==> src/rtl/pci_tgt_pkg.sv <==
package pci_tgt_pkg;

  typedef enum logic [2:0] {
    ST_IDLE,
    ST_DEC,
    ST_WAIT,
    ST_DATA,
    ST_TURN
  } tgt_state_e;

  localparam logic [3:0] CMD_IO_RD = 4'b0010;
  localparam logic [3:0] CMD_IO_WR = 4'b0011;

  // even parity: the returned bit makes the total count of ones even
  function automatic logic even_par(input logic [31:0] d, input logic [3:0] c);
    return ^{d, c};
  endfunction

endpackage

==> src/rtl/pci_tgt_decode.sv <==
module pci_tgt_decode
  import pci_tgt_pkg::*;
#(
  parameter logic [31:0] BASE_ADDR = 32'h0000_C000,
  parameter int          WIN_BITS  = 5
) (
  input  logic                clk,
  input  logic                rst_n,
  input  logic                io_enable,
  input  logic                master_active,
  input  logic                frame_n,
  input  logic [31:0]         ad_in,
  input  logic [3:0]          cbe_n,
  input  logic                can_start,
  output logic                start,
  output logic                hit,
  output logic                is_rd,
  output logic [WIN_BITS-1:0] offset
);

  logic        frame_q;
  logic [31:0] addr_q;
  logic [3:0]  cmd_q;
  logic        in_win;
  logic        io_cmd;

  // first edge with FRAME low after it was high
  assign start = can_start & ~frame_n & frame_q & io_enable & ~master_active;

  always_ff @(posedge clk or negedge rst_n) begin
    if (!rst_n) begin
      frame_q <= 1'b1;
      addr_q  <= '0;
      cmd_q   <= 4'hF;
    end else begin
      frame_q <= frame_n;
      if (start) begin
        addr_q <= ad_in;
        cmd_q  <= cbe_n;
      end
    end
  end

  assign in_win = (addr_q[31:WIN_BITS] == BASE_ADDR[31:WIN_BITS]);
  assign io_cmd = (cmd_q == CMD_IO_RD) || (cmd_q == CMD_IO_WR);
  assign hit    = in_win & io_cmd;
  assign is_rd  = (cmd_q == CMD_IO_RD);
  assign offset = addr_q[WIN_BITS-1:0];

endmodule

==> src/rtl/pci_tgt_seq.sv <==
module pci_tgt_seq
  import pci_tgt_pkg::*;
#(
  parameter int WAIT_STATES = 6
) (
  input  logic clk,
  input  logic rst_n,
  input  logic start,
  input  logic hit,
  input  logic frame_n,
  input  logic irdy_n,
  output logic can_start,
  output logic claim,
  output logic trdy_go,
  output logic done,
  output logic devsel_n,
  output logic trdy_n,
  output logic stop_n,
  output logic ctl_oe
);

  localparam int CW = $clog2(WAIT_STATES + 1);

  tgt_state_e    state;
  logic [CW-1:0] cnt;

  assign can_start = (state == ST_IDLE) || (state == ST_TURN);
  assign claim     = (state == ST_DEC) && hit;
  assign trdy_go   = (state == ST_WAIT) && (cnt == '0);
  assign done      = (state == ST_DATA) && !irdy_n;

  always_ff @(posedge clk or negedge rst_n) begin
    if (!rst_n) begin
      state    <= ST_IDLE;
      cnt      <= '0;
      devsel_n <= 1'b1;
      trdy_n   <= 1'b1;
      stop_n   <= 1'b1;
      ctl_oe   <= 1'b0;
    end else begin
      unique case (state)
        ST_IDLE: if (start) state <= ST_DEC;
        ST_DEC: begin
          if (hit) begin
            devsel_n <= 1'b0;
            ctl_oe   <= 1'b1;
            cnt      <= CW'(WAIT_STATES - 1);
            state    <= ST_WAIT;
          end else begin
            state <= ST_IDLE;
          end
        end
        ST_WAIT: begin
          if (cnt == '0) begin
            trdy_n <= 1'b0;
            stop_n <= frame_n;
            state  <= ST_DATA;
          end else begin
            cnt <= cnt - CW'(1);
          end
        end
        ST_DATA: begin
          if (!irdy_n) begin
            devsel_n <= 1'b1;
            trdy_n   <= 1'b1;
            stop_n   <= 1'b1;
            state    <= ST_TURN;
          end else begin
            stop_n <= stop_n & frame_n;
          end
        end
        ST_TURN: begin
          ctl_oe <= 1'b0;
          state  <= start ? ST_DEC : ST_IDLE;
        end
        default: state <= ST_IDLE;
      endcase
    end
  end

endmodule

==> src/rtl/pci_tgt_data.sv <==
module pci_tgt_data
  import pci_tgt_pkg::*;
#(
  parameter int WIN_BITS = 5
) (
  input  logic                clk,
  input  logic                rst_n,
  input  logic                claim,
  input  logic                is_rd,
  input  logic                trdy_go,
  input  logic                done,
  input  logic [31:0]         ad_in,
  input  logic [3:0]          cbe_n,
  input  logic [WIN_BITS-1:0] offset,
  input  logic [31:0]         reg_rdata,
  output logic [31:0]         ad_out,
  output logic                ad_oe,
  output logic                par_out,
  output logic                par_oe,
  output logic [WIN_BITS-1:0] reg_addr,
  output logic [3:0]          reg_be,
  output logic                reg_rd,
  output logic                reg_wr,
  output logic [31:0]         reg_wdata
);

  logic rd_q;

  assign reg_addr = offset;

  always_ff @(posedge clk or negedge rst_n) begin
    if (!rst_n) begin
      rd_q      <= 1'b0;
      reg_rd    <= 1'b0;
      reg_wr    <= 1'b0;
      reg_be    <= '0;
      reg_wdata <= '0;
      ad_out    <= '0;
      ad_oe     <= 1'b0;
      par_out   <= 1'b0;
      par_oe    <= 1'b0;
    end else begin
      reg_rd <= claim & is_rd;
      reg_wr <= done & ~rd_q;
      if (claim) begin
        rd_q   <= is_rd;
        reg_be <= ~cbe_n;
      end
      if (done && !rd_q) begin
        reg_be    <= ~cbe_n;
        reg_wdata <= ad_in;
      end
      if (reg_rd) ad_out <= reg_rdata;
      if (trdy_go && rd_q) ad_oe <= 1'b1;
      else if (done)       ad_oe <= 1'b0;
      par_oe  <= ad_oe;
      par_out <= even_par(ad_out, cbe_n);
    end
  end

endmodule

==> src/rtl/pci_io_target.sv <==
module pci_io_target
  import pci_tgt_pkg::*;
#(
  parameter logic [31:0] BASE_ADDR   = 32'h0000_C000,
  parameter int          WIN_BITS    = 5,
  parameter int          WAIT_STATES = 6
) (
  input  logic                clk,
  input  logic                rst_n,
  input  logic                io_enable,
  input  logic                master_active,
  input  logic                frame_n,
  input  logic                irdy_n,
  input  logic [3:0]          cbe_n_in,
  input  logic [31:0]         ad_in,
  output logic [31:0]         ad_out,
  output logic                ad_oe,
  output logic                par_out,
  output logic                par_oe,
  output logic                devsel_n_out,
  output logic                trdy_n_out,
  output logic                stop_n_out,
  output logic                ctl_oe,
  output logic [WIN_BITS-1:0] reg_addr,
  output logic [3:0]          reg_be,
  output logic                reg_rd,
  output logic                reg_wr,
  output logic [31:0]         reg_wdata,
  input  logic [31:0]         reg_rdata
);

  logic                can_start, start, hit, is_rd;
  logic                claim, trdy_go, done;
  logic [WIN_BITS-1:0] offset;

  pci_tgt_decode #(.BASE_ADDR(BASE_ADDR), .WIN_BITS(WIN_BITS)) u_dec (
    .clk(clk), .rst_n(rst_n), .io_enable(io_enable), .master_active(master_active),
    .frame_n(frame_n), .ad_in(ad_in), .cbe_n(cbe_n_in), .can_start(can_start),
    .start(start), .hit(hit), .is_rd(is_rd), .offset(offset)
  );

  pci_tgt_seq #(.WAIT_STATES(WAIT_STATES)) u_seq (
    .clk(clk), .rst_n(rst_n), .start(start), .hit(hit), .frame_n(frame_n),
    .irdy_n(irdy_n), .can_start(can_start), .claim(claim), .trdy_go(trdy_go),
    .done(done), .devsel_n(devsel_n_out), .trdy_n(trdy_n_out),
    .stop_n(stop_n_out), .ctl_oe(ctl_oe)
  );

  pci_tgt_data #(.WIN_BITS(WIN_BITS)) u_dat (
    .clk(clk), .rst_n(rst_n), .claim(claim), .is_rd(is_rd), .trdy_go(trdy_go),
    .done(done), .ad_in(ad_in), .cbe_n(cbe_n_in), .offset(offset),
    .reg_rdata(reg_rdata), .ad_out(ad_out), .ad_oe(ad_oe), .par_out(par_out),
    .par_oe(par_oe), .reg_addr(reg_addr), .reg_be(reg_be), .reg_rd(reg_rd),
    .reg_wr(reg_wr), .reg_wdata(reg_wdata)
  );

endmodule

==> config.mk <==
export PLATFORM = sky130hd
export DESIGN_NAME = pci_io_target
export DESIGN_NICKNAME = d
export VERILOG_FILES = /design/src/rtl/pci_tgt_pkg.sv /design/src/rtl/pci_tgt_decode.sv /design/src/rtl/pci_tgt_seq.sv /design/src/rtl/pci_tgt_data.sv /design/src/rtl/pci_io_target.sv
export SDC_FILE = /design/constraint.sdc
export NUM_CORES = 1
export LEC_CHECK = 0
export BUFFER_PORTS_ARGS = -buffer_cell sky130_fd_sc_hd__buf_2
export CAP_MARGIN = 10
export CORE_MARGIN = 2
export CORE_UTILIZATION = 30
export DETAILED_ROUTE_END_ITERATION = 12
export SYNTH_ARGS = -nofsm -noshare
export SYNTH_HDL_FRONTEND = slang
export SYNTH_SLANG_ARGS = --single-unit
export TNS_END_PERCENT = 1
==> constraint.sdc <==
create_clock -name clk -period 1.8 [get_ports clk]
set_input_delay 0.27 -clock clk [delete_from_list [all_inputs] [get_ports clk]]
set_output_delay 0.27 -clock clk [all_outputs]
set_load 0.05 [all_outputs]
==> flow_summary_export.csv <==
group,metric,value,unit
outcome,status,"complete, but fails checks",
outcome,violations,"negative setup slack",
routing,dr_total_vias,3240,
floorplanning,die_h,133,um
grt,grt_util_all_layers,13.6,%
timing,max_freq,0.553,GHz
grt,grt_pass1_wl,18400,um
grt,grt_max_degree,50,
setup_path,critical_path_peak_fanout,7,
floorplanning,initial_core_util,30.4,%
floorplanning,rows,47,
setup_path,timing.rr.start,"u_dec.cmd_q[1]",
timing,tightest_slew,377,ps
routing,wl_per_cell,15.2,um
yosys,yosysWarnings,0,
power_and_ir_drop,clkPwrFrac,29.3,%
yosys,syn_area,0.00500,sq mm
floorplanning,pin_count,156,
timing,finClkSkew,10.3,ps
routing,drtIter0Drc,140,
clock_network,clock_latency,420,ps
timing,slew_violations,0,
power_and_ir_drop,ir_worst_vdd,0.000769,V
power_and_ir_drop,p_seq_share,35.8,%
hold_path,hold_path.class,"in2reg",
grt,grt_pass1_vias,3583,
floorplanning,fp.dieW,133,um
yosys,synth.top_cell.area_share,56.5,%
timing,grt_setup_unrepaired,"true",
setup_path,path_class,"reg2reg",
yosys,synth_seq_cells,121,
routing,drc_errors,0,
power_and_ir_drop,intPower,7.14,mW
yosys,ys_seq_area_share,60.7,%
setup_path,ff2ff_setup_slack,-10,ps
setup_path,crit_end,"u_seq.cnt[0]",
placed_design,gp_congestion,0.726,
power_and_ir_drop,p_comb_share,34.8,%
clock_network,tritoncts,"yes",
grt,antenna_found_initial,1,
power_and_ir_drop,p_leak,3.41,nW
clock_network,clk_pin_slew,60,ps
setup_path,critPathLaunch,"u_dec.cmd_q[1]",
setup_path,crit_path_start_kind,"flip-flop",
timing,timing.final.crit_period,1810,ps
yosys,synth_nets,415,
grt,grt_overflow_total,0,
timing,hold_viol,0,
layout,fill_cells,1583,
timing,setup_slack,-9.81,ps
yosys,synth_cell_types,38,
setup_path,endpoint_kind,"flip-flop",
yosys,yosysTopAreaCell,"dfrtp_1",
setup_path,cp.required,2160,ps
timing,slew-limit-headroom,74.8,%
power_and_ir_drop,switching_share,38.4,%
routing,avgViaCountPerCell,4.37,
routing,routed_wl,11300,um
clock_network,cts_buffers,17,
clock_network,htreeDepth,4,
yosys,syn_inst,339,
power_and_ir_drop,switchingPower,4.44,mW
setup_path,critPathArrivalTime,2170,ps
setup_path,rr_endpoint,"u_seq.cnt[0]",
clock_network,cts_buffer_depth,2,
timing,setup_tns,-15.5,ps
clock_network,ctsRootBufferMaster,"clkbuf_16",
layout,syn_to_final_growth,35.9,%
placed_design,dp_hpwl,8280,um
power_and_ir_drop,p_per_area,1700,mW/mm^2
yosys,avgSynthCellArea,14.8,sq um
placed_design,io_buffers,155,
setup_path,rr_worst_depth,5,
routing,drt-pass1-iter-count,4,
timing,period_share,101,%
routing,antenna_left,0,
floorplanning,die-area,0.0177,sq mm
job,drv_cap,0,
layout,nets,584,
yosys,synth.top_cells.by_area,"dfrtp_1 (57%), mux2_2 (19%), xnor2_1 (5.1%), dfstp_2 (4.2%), mux2_1 (3.8%)",
layout,fin_util,41.3,%
layout,drive_above_1_share,58.0,%
floorplanning,placeableCoreArea,0.0165,sq mm
clock_network,clock-sinks,121,
timing,finalSetupViolCount,2,
==> area by class of cell <==
class / count / area (sq um) / area share (%)
repair buffers: 169 / 963 / 14.2
multi-input cells: 190 / 1890 / 27.8
clock buffers: 19 / 453 / 6.66
diodes: 1 / 2.50 / 0.0368
well taps: 220 / 275 / 4.05
flip-flops and latches: 121 / 3040 / 44.7
clock inverters: 13 / 145 / 2.13
inverters: 9 / 33.8 / 0.497
==> repair_timing <==
| action | CTS | global route |
|---|---|---|
| gates resized for setup | 9 | 1 |
| setup buffers | 1 | 0 |
| endpoints found under the setup margin | 12 | 29 |
| pin swaps | 3 | 2 |
| endpoints found under the hold margin | 22 | 0 |
| hold buffers | 2 | 0 |
==> layer usage <==
layer	vias up	track usage (%)	wire length, um
li1	1522	-	-
met1	1614	16.0	4620
met2	82	22.5	5780
met3	22	4.83	604
met4	0	5.85	251
met5	-	0	0
==> state kept, by name (all words and copies together) (netlist names), 3 cells and up <==
| register | count |
|---|---|
| u_dat.ad_out | 32 |
| u_dat.reg_wdata | 32 |
| u_dec.addr_q | 32 |
| u_dat.reg_be | 4 |
| u_dec.cmd_q | 4 |
| u_seq.cnt | 3 |
| u_seq.state | 3 |
==> cell usage after synthesis <==
library cell / count
dfrtp_1: 113
nand2b_1: 2
clkbuf_1: 2
buf_4: 5
a31oi_1: 1
o211ai_1: 1
xnor2_1: 29
dfstp_2: 8
or2b_1: 1
nor3_1: 2
nor4b_1: 2
a21oi_1: 1
xnor3_1: 1
nand4_1: 3
buf_6: 2
a22oi_1: 1
xor2_1: 4
o22ai_1: 1
mux2_2: 84
a21o_1: 2
nor2b_1: 2
mux2i_1: 5
nor4_1: 4
inv_1: 9
a32o_1: 1
or4_4: 1
nand2_1: 11
o21ai_0: 1
mux2_1: 17
buf_2: 5
nor2_8: 1
buf_1: 5
a2bb2oi_1: 1
ha_1: 2
or3_1: 1
nor2_1: 6
nor2b_4: 1
or2_1: 1
==> per-stage QoR <==
stage / area [sq um] / total power [mW] / cells / hold WS (ps) / setup slack, ps
final: 6800 / 11.6 / 742 / 65.7 / -9.81
after global routing: 6800 / 12.1 / 742 / 64.9 / -107
after CTS: 6790 / 11.7 / 741 / 48.9 / -13.1
after detailed placement: 6110 / 8.07 / 706 / 218 / -253
after global placement: 6110 / 7.95 / 706 / 207 / -153
after floorplan: 5020 / 7.07 / 339 / -25.6 / -22.1
==> power by group through the flow <==
stage,clock (mW),combinational [mW],sequential [mW]
floorplan,0,1.45,5.62
global placement,0,3.86,4.09
detailed placement,0,3.94,4.13
CTS,3.49,4.07,4.14
global route,3.62,4.26,4.27
finish,3.40,4.03,4.15
==> cells by family after synthesis <==
group	Yosys count	share of synthesized area, %
xor gates and xnor gates	34	6.23
muxes	106	23.7
AOI/OAI and AO/OA	10	1.43
adders and majority gates	2	0.500
buffers and inverters	28	2.90
and+or+nand+nor	38	4.50
DFF	121	60.7
==> worst min-delay path by stage <==
stage | from | endpoint | slack [ps] | depth (start not counted)
after floorplan | rst_n | u_dat.ad_oe | -30 | 0
after global placement | rst_n | u_dec.addr_q[29] | 210 | 1
after detailed placement | rst_n | u_dec.addr_q[29] | 220 | 1
after CTS | cbe_n_in[2] | u_dat.reg_be[2] | 50 | 2
after global routing | cbe_n_in[2] | u_dat.reg_be[2] | 60 | 2
final | cbe_n_in[2] | u_dat.reg_be[2] | 70 | 2
==> cell usage in the layout (no fill, tap or decap), types with 3 or more instances in the layout <==
master,n
buf_4,7
nand2_1,11
mux2_1,17
clkbuf_16,17
mux2_2,84
nor2_1,6
mux2i_1,4
inv_1,9
dfrtp_1,113
clkinvlp_4,6
buf_12,6
dfstp_2,8
xnor2_1,29
buf_2,154
nand4_1,3
xor2_1,4
==> critical path, cell delays in order, from the launching register on <==
cell and delay (ps):
dfstp_2 530, nor4b_4 190, nand2_1 80, or4_4 590, mux2i_4 200, mux2_2 170
Power figures use the tool's default switching activity.
